File: src/rtl/bralu_pkg.sv
package bralu_pkg;

  typedef enum logic [2:0] {
    OP_ABS    = 3'd0,
    OP_NABS   = 3'd1,
    OP_NABSV  = 3'd2,
    OP_DOZ    = 3'd3,
    OP_MSKINS = 3'd4,
    OP_MUL    = 3'd5,
    OP_ROTMSK = 3'd6,
    OP_ROTBIT = 3'd7
  } aluOp_e;

  // Strobes passed from control to datapath
  typedef struct packed {
    logic   issue;   // load the result register
    logic   extWe;   // load the product extension register
    logic   ovClr;   // operation asks for the overflow clear
    aluOp_e sel;     // result selector
  } aluCtrl_t;

endpackage

File: src/rtl/bralu_rot.sv
// Logarithmic left rotator; W must be a power of two.
module bralu_rot #(
  parameter int W = 32,
  localparam int SHW = $clog2(W)
) (
  input  logic [W-1:0]   din,
  input  logic [SHW-1:0] amt,
  output logic [W-1:0]   dout
);

  logic [W-1:0] stage [SHW+1];

  assign stage[0] = din;

  for (genvar k = 0; k < SHW; k++) begin : g_stage
    localparam int SPAN = 2 ** k;
    assign stage[k+1] = amt[k] ? {stage[k][W-1-SPAN:0], stage[k][W-1:W-SPAN]}
                               : stage[k];
  end

  assign dout = stage[SHW];

endmodule

File: src/rtl/bralu_ctrl.sv
module bralu_ctrl
  import bralu_pkg::*;
(
  input  logic     clk,
  input  logic     rst,
  input  logic     opValid,
  input  logic [2:0] opSel,
  output aluCtrl_t ctrl,
  output logic     resValid,
  output logic     ovClr
);

  aluOp_e opCode;

  assign opCode = aluOp_e'(opSel);

  always_comb begin
    ctrl.sel   = opCode;
    ctrl.issue = opValid;
    ctrl.extWe = opValid && (opCode == OP_MUL);
    ctrl.ovClr = opValid && (opCode == OP_NABSV);
  end

  always_ff @(posedge clk) begin
    if (rst) begin
      resValid <= 1'b0;
      ovClr    <= 1'b0;
    end else begin
      resValid <= ctrl.issue;
      ovClr    <= ctrl.ovClr;
    end
  end

  AST_VALID_FOLLOWS: assert property (@(posedge clk) disable iff (rst)
    opValid |=> resValid);
  AST_VALID_ONLY_AFTER_ISSUE: assert property (@(posedge clk) disable iff (rst)
    !opValid |=> !resValid);
  AST_OVCLR_WITH_RESULT: assert property (@(posedge clk) disable iff (rst)
    ovClr |-> resValid);
  AST_OVCLR_ONLY_NABSV: assert property (@(posedge clk) disable iff (rst)
    (opValid && opSel != 3'd2) |=> !ovClr);

endmodule

File: src/rtl/bralu_dp.sv
module bralu_dp
  import bralu_pkg::*;
#(
  parameter int W = 32,
  localparam int SHW = $clog2(W)
) (
  input  logic         clk,
  input  logic         rst,
  input  aluCtrl_t     ctrl,
  input  logic [W-1:0] opA,
  input  logic [W-1:0] opB,
  input  logic [W-1:0] opC,
  input  logic [W-1:0] rotMask,
  input  logic [W-1:0] insMask,
  output logic [W-1:0] result,
  output logic [W-1:0] extReg
);

  localparam logic [W-1:0] MIN_NEG = {1'b1, {(W-1){1'b0}}};
  localparam logic [W-1:0] MAX_POS = ~MIN_NEG;

  logic [W-1:0]   negA;
  logic [W-1:0]   absVal;
  logic [W-1:0]   nabsVal;
  logic [W-1:0]   dozVal;
  logic [W-1:0]   mskVal;
  logic [2*W-1:0] prod;
  logic [SHW-1:0] shAmt;
  logic [W-1:0]   rotIn;
  logic [W-1:0]   rotOut;
  logic [W-1:0]   bitPos;
  logic [W-1:0]   rotMskVal;
  logic [W-1:0]   rotBitVal;
  logic [W-1:0]   nextRes;

  assign negA = ~opA + {{(W-1){1'b0}}, 1'b1};

  always_comb begin
    if (opA == MIN_NEG)   absVal = MAX_POS;
    else if (opA[W-1])    absVal = negA;
    else                  absVal = opA;
  end

  assign nabsVal = (!opA[W-1] && (opA != '0)) ? negA : opA;
  assign dozVal  = ($signed(opB) > $signed(opA)) ? (opB - opA) : '0;
  assign mskVal  = (opA & ~opC) | (opB & opC);
  assign prod    = {{W{1'b0}}, opA} * {{W{1'b0}}, opB};

  // One rotator serves both rotate forms
  assign shAmt = opC[SHW-1:0];
  assign rotIn = (ctrl.sel == OP_ROTBIT) ? (opA & MIN_NEG) : opA;

  bralu_rot #(.W(W)) u_rot (
    .din  (rotIn),
    .amt  (shAmt),
    .dout (rotOut)
  );

  // Position the sign bit lands on: bit (amt-1) mod W
  for (genvar i = 0; i < W; i++) begin : g_bitpos
    localparam logic [SHW-1:0] HIT = SHW'((i + 1) % W);
    assign bitPos[i] = (shAmt == HIT);
  end

  assign rotMskVal = (rotOut & rotMask) | (opB & insMask);
  assign rotBitVal = (rotOut & bitPos) | (opB & ~bitPos);

  always_comb begin
    unique case (ctrl.sel)
      OP_ABS:    nextRes = absVal;
      OP_NABS,
      OP_NABSV:  nextRes = nabsVal;
      OP_DOZ:    nextRes = dozVal;
      OP_MSKINS: nextRes = mskVal;
      OP_MUL:    nextRes = prod[W-1:0];
      OP_ROTMSK: nextRes = rotMskVal;
      OP_ROTBIT: nextRes = rotBitVal;
      default:   nextRes = '0;
    endcase
  end

  always_ff @(posedge clk) begin
    if (rst) begin
      result <= '0;
      extReg <= '0;
    end else begin
      if (ctrl.issue) result <= nextRes;
      if (ctrl.extWe) extReg <= prod[2*W-1:W];
    end
  end

  AST_ABS_NOT_NEG: assert property (@(posedge clk) disable iff (rst)
    (ctrl.issue && ctrl.sel == OP_ABS) |=> !result[W-1]);
  AST_NABS_NOT_POS: assert property (@(posedge clk) disable iff (rst)
    (ctrl.issue && (ctrl.sel == OP_NABS || ctrl.sel == OP_NABSV))
      |=> (result[W-1] || result == '0));
  AST_EXT_HOLD: assert property (@(posedge clk) disable iff (rst)
    !(ctrl.issue && ctrl.sel == OP_MUL) |=> $stable(extReg));
  AST_MUL_BY_ONE: assert property (@(posedge clk) disable iff (rst)
    (ctrl.issue && ctrl.sel == OP_MUL && opB == {{(W-1){1'b0}}, 1'b1})
      |=> (result == $past(opA) && extReg == '0));
  AST_RESULT_HOLD: assert property (@(posedge clk) disable iff (rst)
    !ctrl.issue |=> $stable(result));

endmodule

File: src/rtl/bridge_alu.sv
module bridge_alu
  import bralu_pkg::*;
#(
  parameter int W = 32
) (
  input  logic         clk,
  input  logic         rst,
  input  logic         opValid,
  input  logic [2:0]   opSel,
  input  logic [W-1:0] opA,
  input  logic [W-1:0] opB,
  input  logic [W-1:0] opC,
  input  logic [W-1:0] rotMask,
  input  logic [W-1:0] insMask,
  output logic         resValid,
  output logic [W-1:0] result,
  output logic         ovClr,
  output logic [W-1:0] extOut
);

  aluCtrl_t ctrl;

  bralu_ctrl u_ctrl (
    .clk      (clk),
    .rst      (rst),
    .opValid  (opValid),
    .opSel    (opSel),
    .ctrl     (ctrl),
    .resValid (resValid),
    .ovClr    (ovClr)
  );

  bralu_dp #(.W(W)) u_dp (
    .clk     (clk),
    .rst     (rst),
    .ctrl    (ctrl),
    .opA     (opA),
    .opB     (opB),
    .opC     (opC),
    .rotMask (rotMask),
    .insMask (insMask),
    .result  (result),
    .extReg  (extOut)
  );

  AST_RESET_CLEARS: assert property (@(posedge clk)
    rst |=> (!resValid && !ovClr && result == '0 && extOut == '0));

endmodule

File: config.mk
export PLATFORM = sky130hd
export DESIGN_NAME = bridge_alu
export DESIGN_NICKNAME = d
export VERILOG_FILES = /design/src/rtl/bralu_pkg.sv /design/src/rtl/bralu_rot.sv /design/src/rtl/bralu_ctrl.sv /design/src/rtl/bralu_dp.sv /design/src/rtl/bridge_alu.sv
export SDC_FILE = /design/constraint.sdc
export NUM_CORES = 2
export LEC_CHECK = 0
export BUFFER_PORTS_ARGS = -buffer_cell sky130_fd_sc_hd__buf_4
export CORE_MARGIN = 5
export CORE_UTILIZATION = 45
export CTS_CLUSTER_DIAMETER = 60
export DETAILED_ROUTE_END_ITERATION = 10
export GPL_TIMING_DRIVEN = 0
export PLACE_DENSITY = 0.66
export SLEW_MARGIN = 30
export SYNTH_ARGS = -nofsm -noshare
export SYNTH_HDL_FRONTEND = slang
export SYNTH_HIERARCHICAL = 1
export SYNTH_SLANG_ARGS = --single-unit
File: constraint.sdc
create_clock -name clk -period 23.9 [get_ports clk]
set_input_delay 3.585 -clock clk [delete_from_list [all_inputs] [get_ports clk]]
set_output_delay 3.585 -clock clk [all_outputs]
set_load 0.01 [all_outputs]
==> impl_metrics.prom <==
# TYPE chip_impl_metric gauge
chip_impl_metric{name="cp_max_fo",unit=""} 10
chip_impl_metric{name="place_area",unit="um^2"} 47120
chip_impl_info{name="worst-setup-path-type",value="in -> reg"} 1
chip_impl_metric{name="detailedRoute.firstIterationViolations",unit=""} 4655
chip_impl_metric{name="clock_tree.htree_level_count",unit=""} 3
chip_impl_metric{name="finalSetupViolCount",unit=""} 0
chip_impl_metric{name="drt.antenna.violating_nets",unit=""} 0
chip_impl_metric{name="fp.dieArea",unit="um^2"} 103400
chip_impl_metric{name="route.detailed.drc",unit=""} 0
chip_impl_metric{name="core",unit="um^2"} 96570
chip_impl_metric{name="route.detailed.wl_per_inst",unit="um"} 31.25
chip_impl_info{name="crit_slowest_cell",value="o311ai_0"} 1
chip_impl_metric{name="syn-num-nets",unit=""} 6426
chip_impl_metric{name="area_delta_synth_final",unit="%"} 8.736
chip_impl_metric{name="layout.nets",unit=""} 6670
chip_impl_metric{name="report.final.slew_viol_count",unit=""} 0
chip_impl_metric{name="share_of_post_route_cells_with_drive_strength_above_1",unit=""} 0.08538
chip_impl_metric{name="congestion_overflow_gr",unit=""} 0
chip_impl_metric{name="synth_cells",unit=""} 5034
chip_impl_metric{name="cp_data_arrival_time",unit="ns"} 13.57
chip_impl_metric{name="timing.fmax",unit="MHz"} 75.31
chip_impl_metric{name="fillers",unit=""} 9437
chip_impl_metric{name="global_route.usage.total",unit=""} 0.3936
chip_impl_metric{name="postCtsSetupBuffers",unit=""} 0
chip_impl_metric{name="postCtsResizedCells",unit=""} 0
chip_impl_metric{name="max_cap_violations",unit=""} 0
chip_impl_metric{name="max_stage_delay",unit="ns"} 1.02
chip_impl_metric{name="finalClockSkew",unit="ns"} 0
chip_impl_metric{name="dp.cells",unit=""} 6541
chip_impl_metric{name="final_cell_area_excluding_filler_cells",unit="um^2"} 47520
chip_impl_metric{name="clkTransAtPathRegs",unit="ns"} 0.08
chip_impl_metric{name="cts.sinks",unit=""} 66
chip_impl_metric{name="synth.cell_area",unit="um^2"} 43700
chip_impl_metric{name="gpl_wtd_cong",unit=""} 1.051
chip_impl_info{name="cts_tree",value="yes"} 1
chip_impl_metric{name="final_cell_count_no_fill",unit=""} 6580
chip_impl_metric{name="cts-hold-fix-buffers",unit=""} 0
chip_impl_info{name="clock_tree.root_cell",value="clkbuf_16"} 1
chip_impl_metric{name="die_height",unit="um"} 321.6
chip_impl_metric{name="cts-buffers-inserted",unit=""} 9
chip_impl_info{name="mostFrequentLayoutCells",value="926 x inv_1, 897 x fa_1, 675 x nand2_1, 507 x and2_1, 329 x ha_1"} 1
chip_impl_metric{name="top_level_i_o_count",unit=""} 232
chip_impl_info{name="critPathLaunchType",value="input port"} 1
chip_impl_metric{name="final_hold_viol_count",unit=""} 0
chip_impl_metric{name="worst_hold_slack",unit="ns"} 0.4603
chip_impl_info{name="worst_path_most_repeated_cell",value="fa_1"} 1
chip_impl_metric{name="port_buffers",unit=""} 228
chip_impl_metric{name="grt_start_max_net_pins",unit=""} 12
chip_impl_metric{name="route.final.wire_length",unit="mm"} 205.6
chip_impl_metric{name="chip_width",unit="um"} 321.6
chip_impl_metric{name="clock_latency",unit="ns"} 0.38
chip_impl_metric{name="synthesis.area_per_instance",unit="um^2"} 8.681
chip_impl_metric{name="slew_of_the_pin_with_the_lowest_slew_margin",unit="ns"} 1.180
chip_impl_info{name="unrepaired_setup_endpoints_after_global_routing",value="no"} 1
chip_impl_metric{name="placement_rows",unit=""} 114
chip_impl_metric{name="setup-tns-final",unit="ns"} 0
chip_impl_metric{name="1st_pass_router_iterations",unit=""} 6
chip_impl_info{name="mostFrequentLayoutCell",value="inv_1"} 1
chip_impl_metric{name="detailed_place_hpwl",unit="mm"} 170.2
chip_impl_metric{name="critPathRequiredTime",unit="ns"} 24.19
chip_impl_metric{name="timing.slew.headroom",unit=""} 0.2131
chip_impl_metric{name="min_clock_period_post_route",unit="ns"} 13.28
chip_impl_metric{name="detail_route.vias_per_cell",unit=""} 6.034
chip_impl_metric{name="ys.warnings.count",unit=""} 6
chip_impl_metric{name="grt_antenna_before_repair",unit=""} 22
chip_impl_metric{name="route.vias.total",unit=""} 39703
chip_impl_info{name="endpoint_kind",value="flop"} 1
chip_impl_metric{name="grt_pass1_wl",unit="mm"} 290.7
chip_impl_metric{name="timing.final.crit_share",unit=""} 0.5556
chip_impl_info{name="outcome",value="completed"} 1
chip_impl_metric{name="clk_path_buf_depth",unit=""} 2
chip_impl_metric{name="start_util",unit=""} 0.4525
chip_impl_metric{name="grt_pass1_vias",unit=""} 40490
chip_impl_info{name="holdCritPathClass",value="reg -> reg"} 1
[sequential cells by signal (all words and copies together) (netlist names)]
register         cells
u_ctrl/resValid      1
u_dp/result         32
u_dp/extReg         32
u_ctrl/ovClr         1
[layer usage]
| metal | up-vias | routed length [um] | global-route usage |
|---|---|---|---|
| li1 | 16200 | - | - |
| met5 | - | 18 | 0 |
| met2 | 2722 | 89450 | 0.6011 |
| met3 | 675 | 22770 | 0.09658 |
| met4 | 4 | 16710 | 0.2501 |
| met1 | 20102 | 76670 | 0.5024 |
[cell type report]
type | instances | area [um^2] | share of cell area
clock inverter | 5 | 80.08 | 0.001685
buffer | 355 | 1499 | 0.03155
timing repair buffer | 233 | 1784 | 0.03755
inverter | 926 | 3476 | 0.07315
tap | 1276 | 1597 | 0.03360
sequential | 66 | 1321 | 0.02781
clock buffer | 10 | 229.0 | 0.004819
multi-input combinational | 3687 | 37480 | 0.7887
antenna | 22 | 55.05 | 0.001159
[path summary, 6_finish.rpt]
check / startpoint / endpoint / slack (ns) / depth (start not counted)
worst max-delay path: opA[18] / u_dp/extReg[24]$_SDFFE_PP0P_ / 10.62 / 25
worst min-delay path: u_dp/result[4]$_SDFFE_PP0P_ / u_dp/result[4]$_SDFFE_PP0P_ / 0.46 / 2
worst max register to register: u_dp/result[25]$_SDFFE_PP0P_ / u_dp/result[25]$_SDFFE_PP0P_ / 22.25 / 5
worst min register to register: u_dp/result[4]$_SDFFE_PP0P_ / u_dp/result[4]$_SDFFE_PP0P_ / 0.46 / 2
[per-stage QoR]
stage / setup WS (ns) / utilization
finish: 10.62 / 0.4921
global route: 10.51 / 0.4916
CTS: 10.87 / 0.4911
detailed placement: 10.45 / 0.4879
global placement: 9.999 / 0.4868
floorplan: 12.95 / -
[worst max-delay path, delay by kind of cell]
kind	cells	cell delay (ns)
fa+ha+maj	9	4.34
buf+inv	6	2.47
compound gates	3	1.51
simple gates	6	1.38
mux	1	0.23
Power is left out: the tool's default activity adds up to more than one toggle a clock period on the data nets, which glitch-free logic cannot reach.
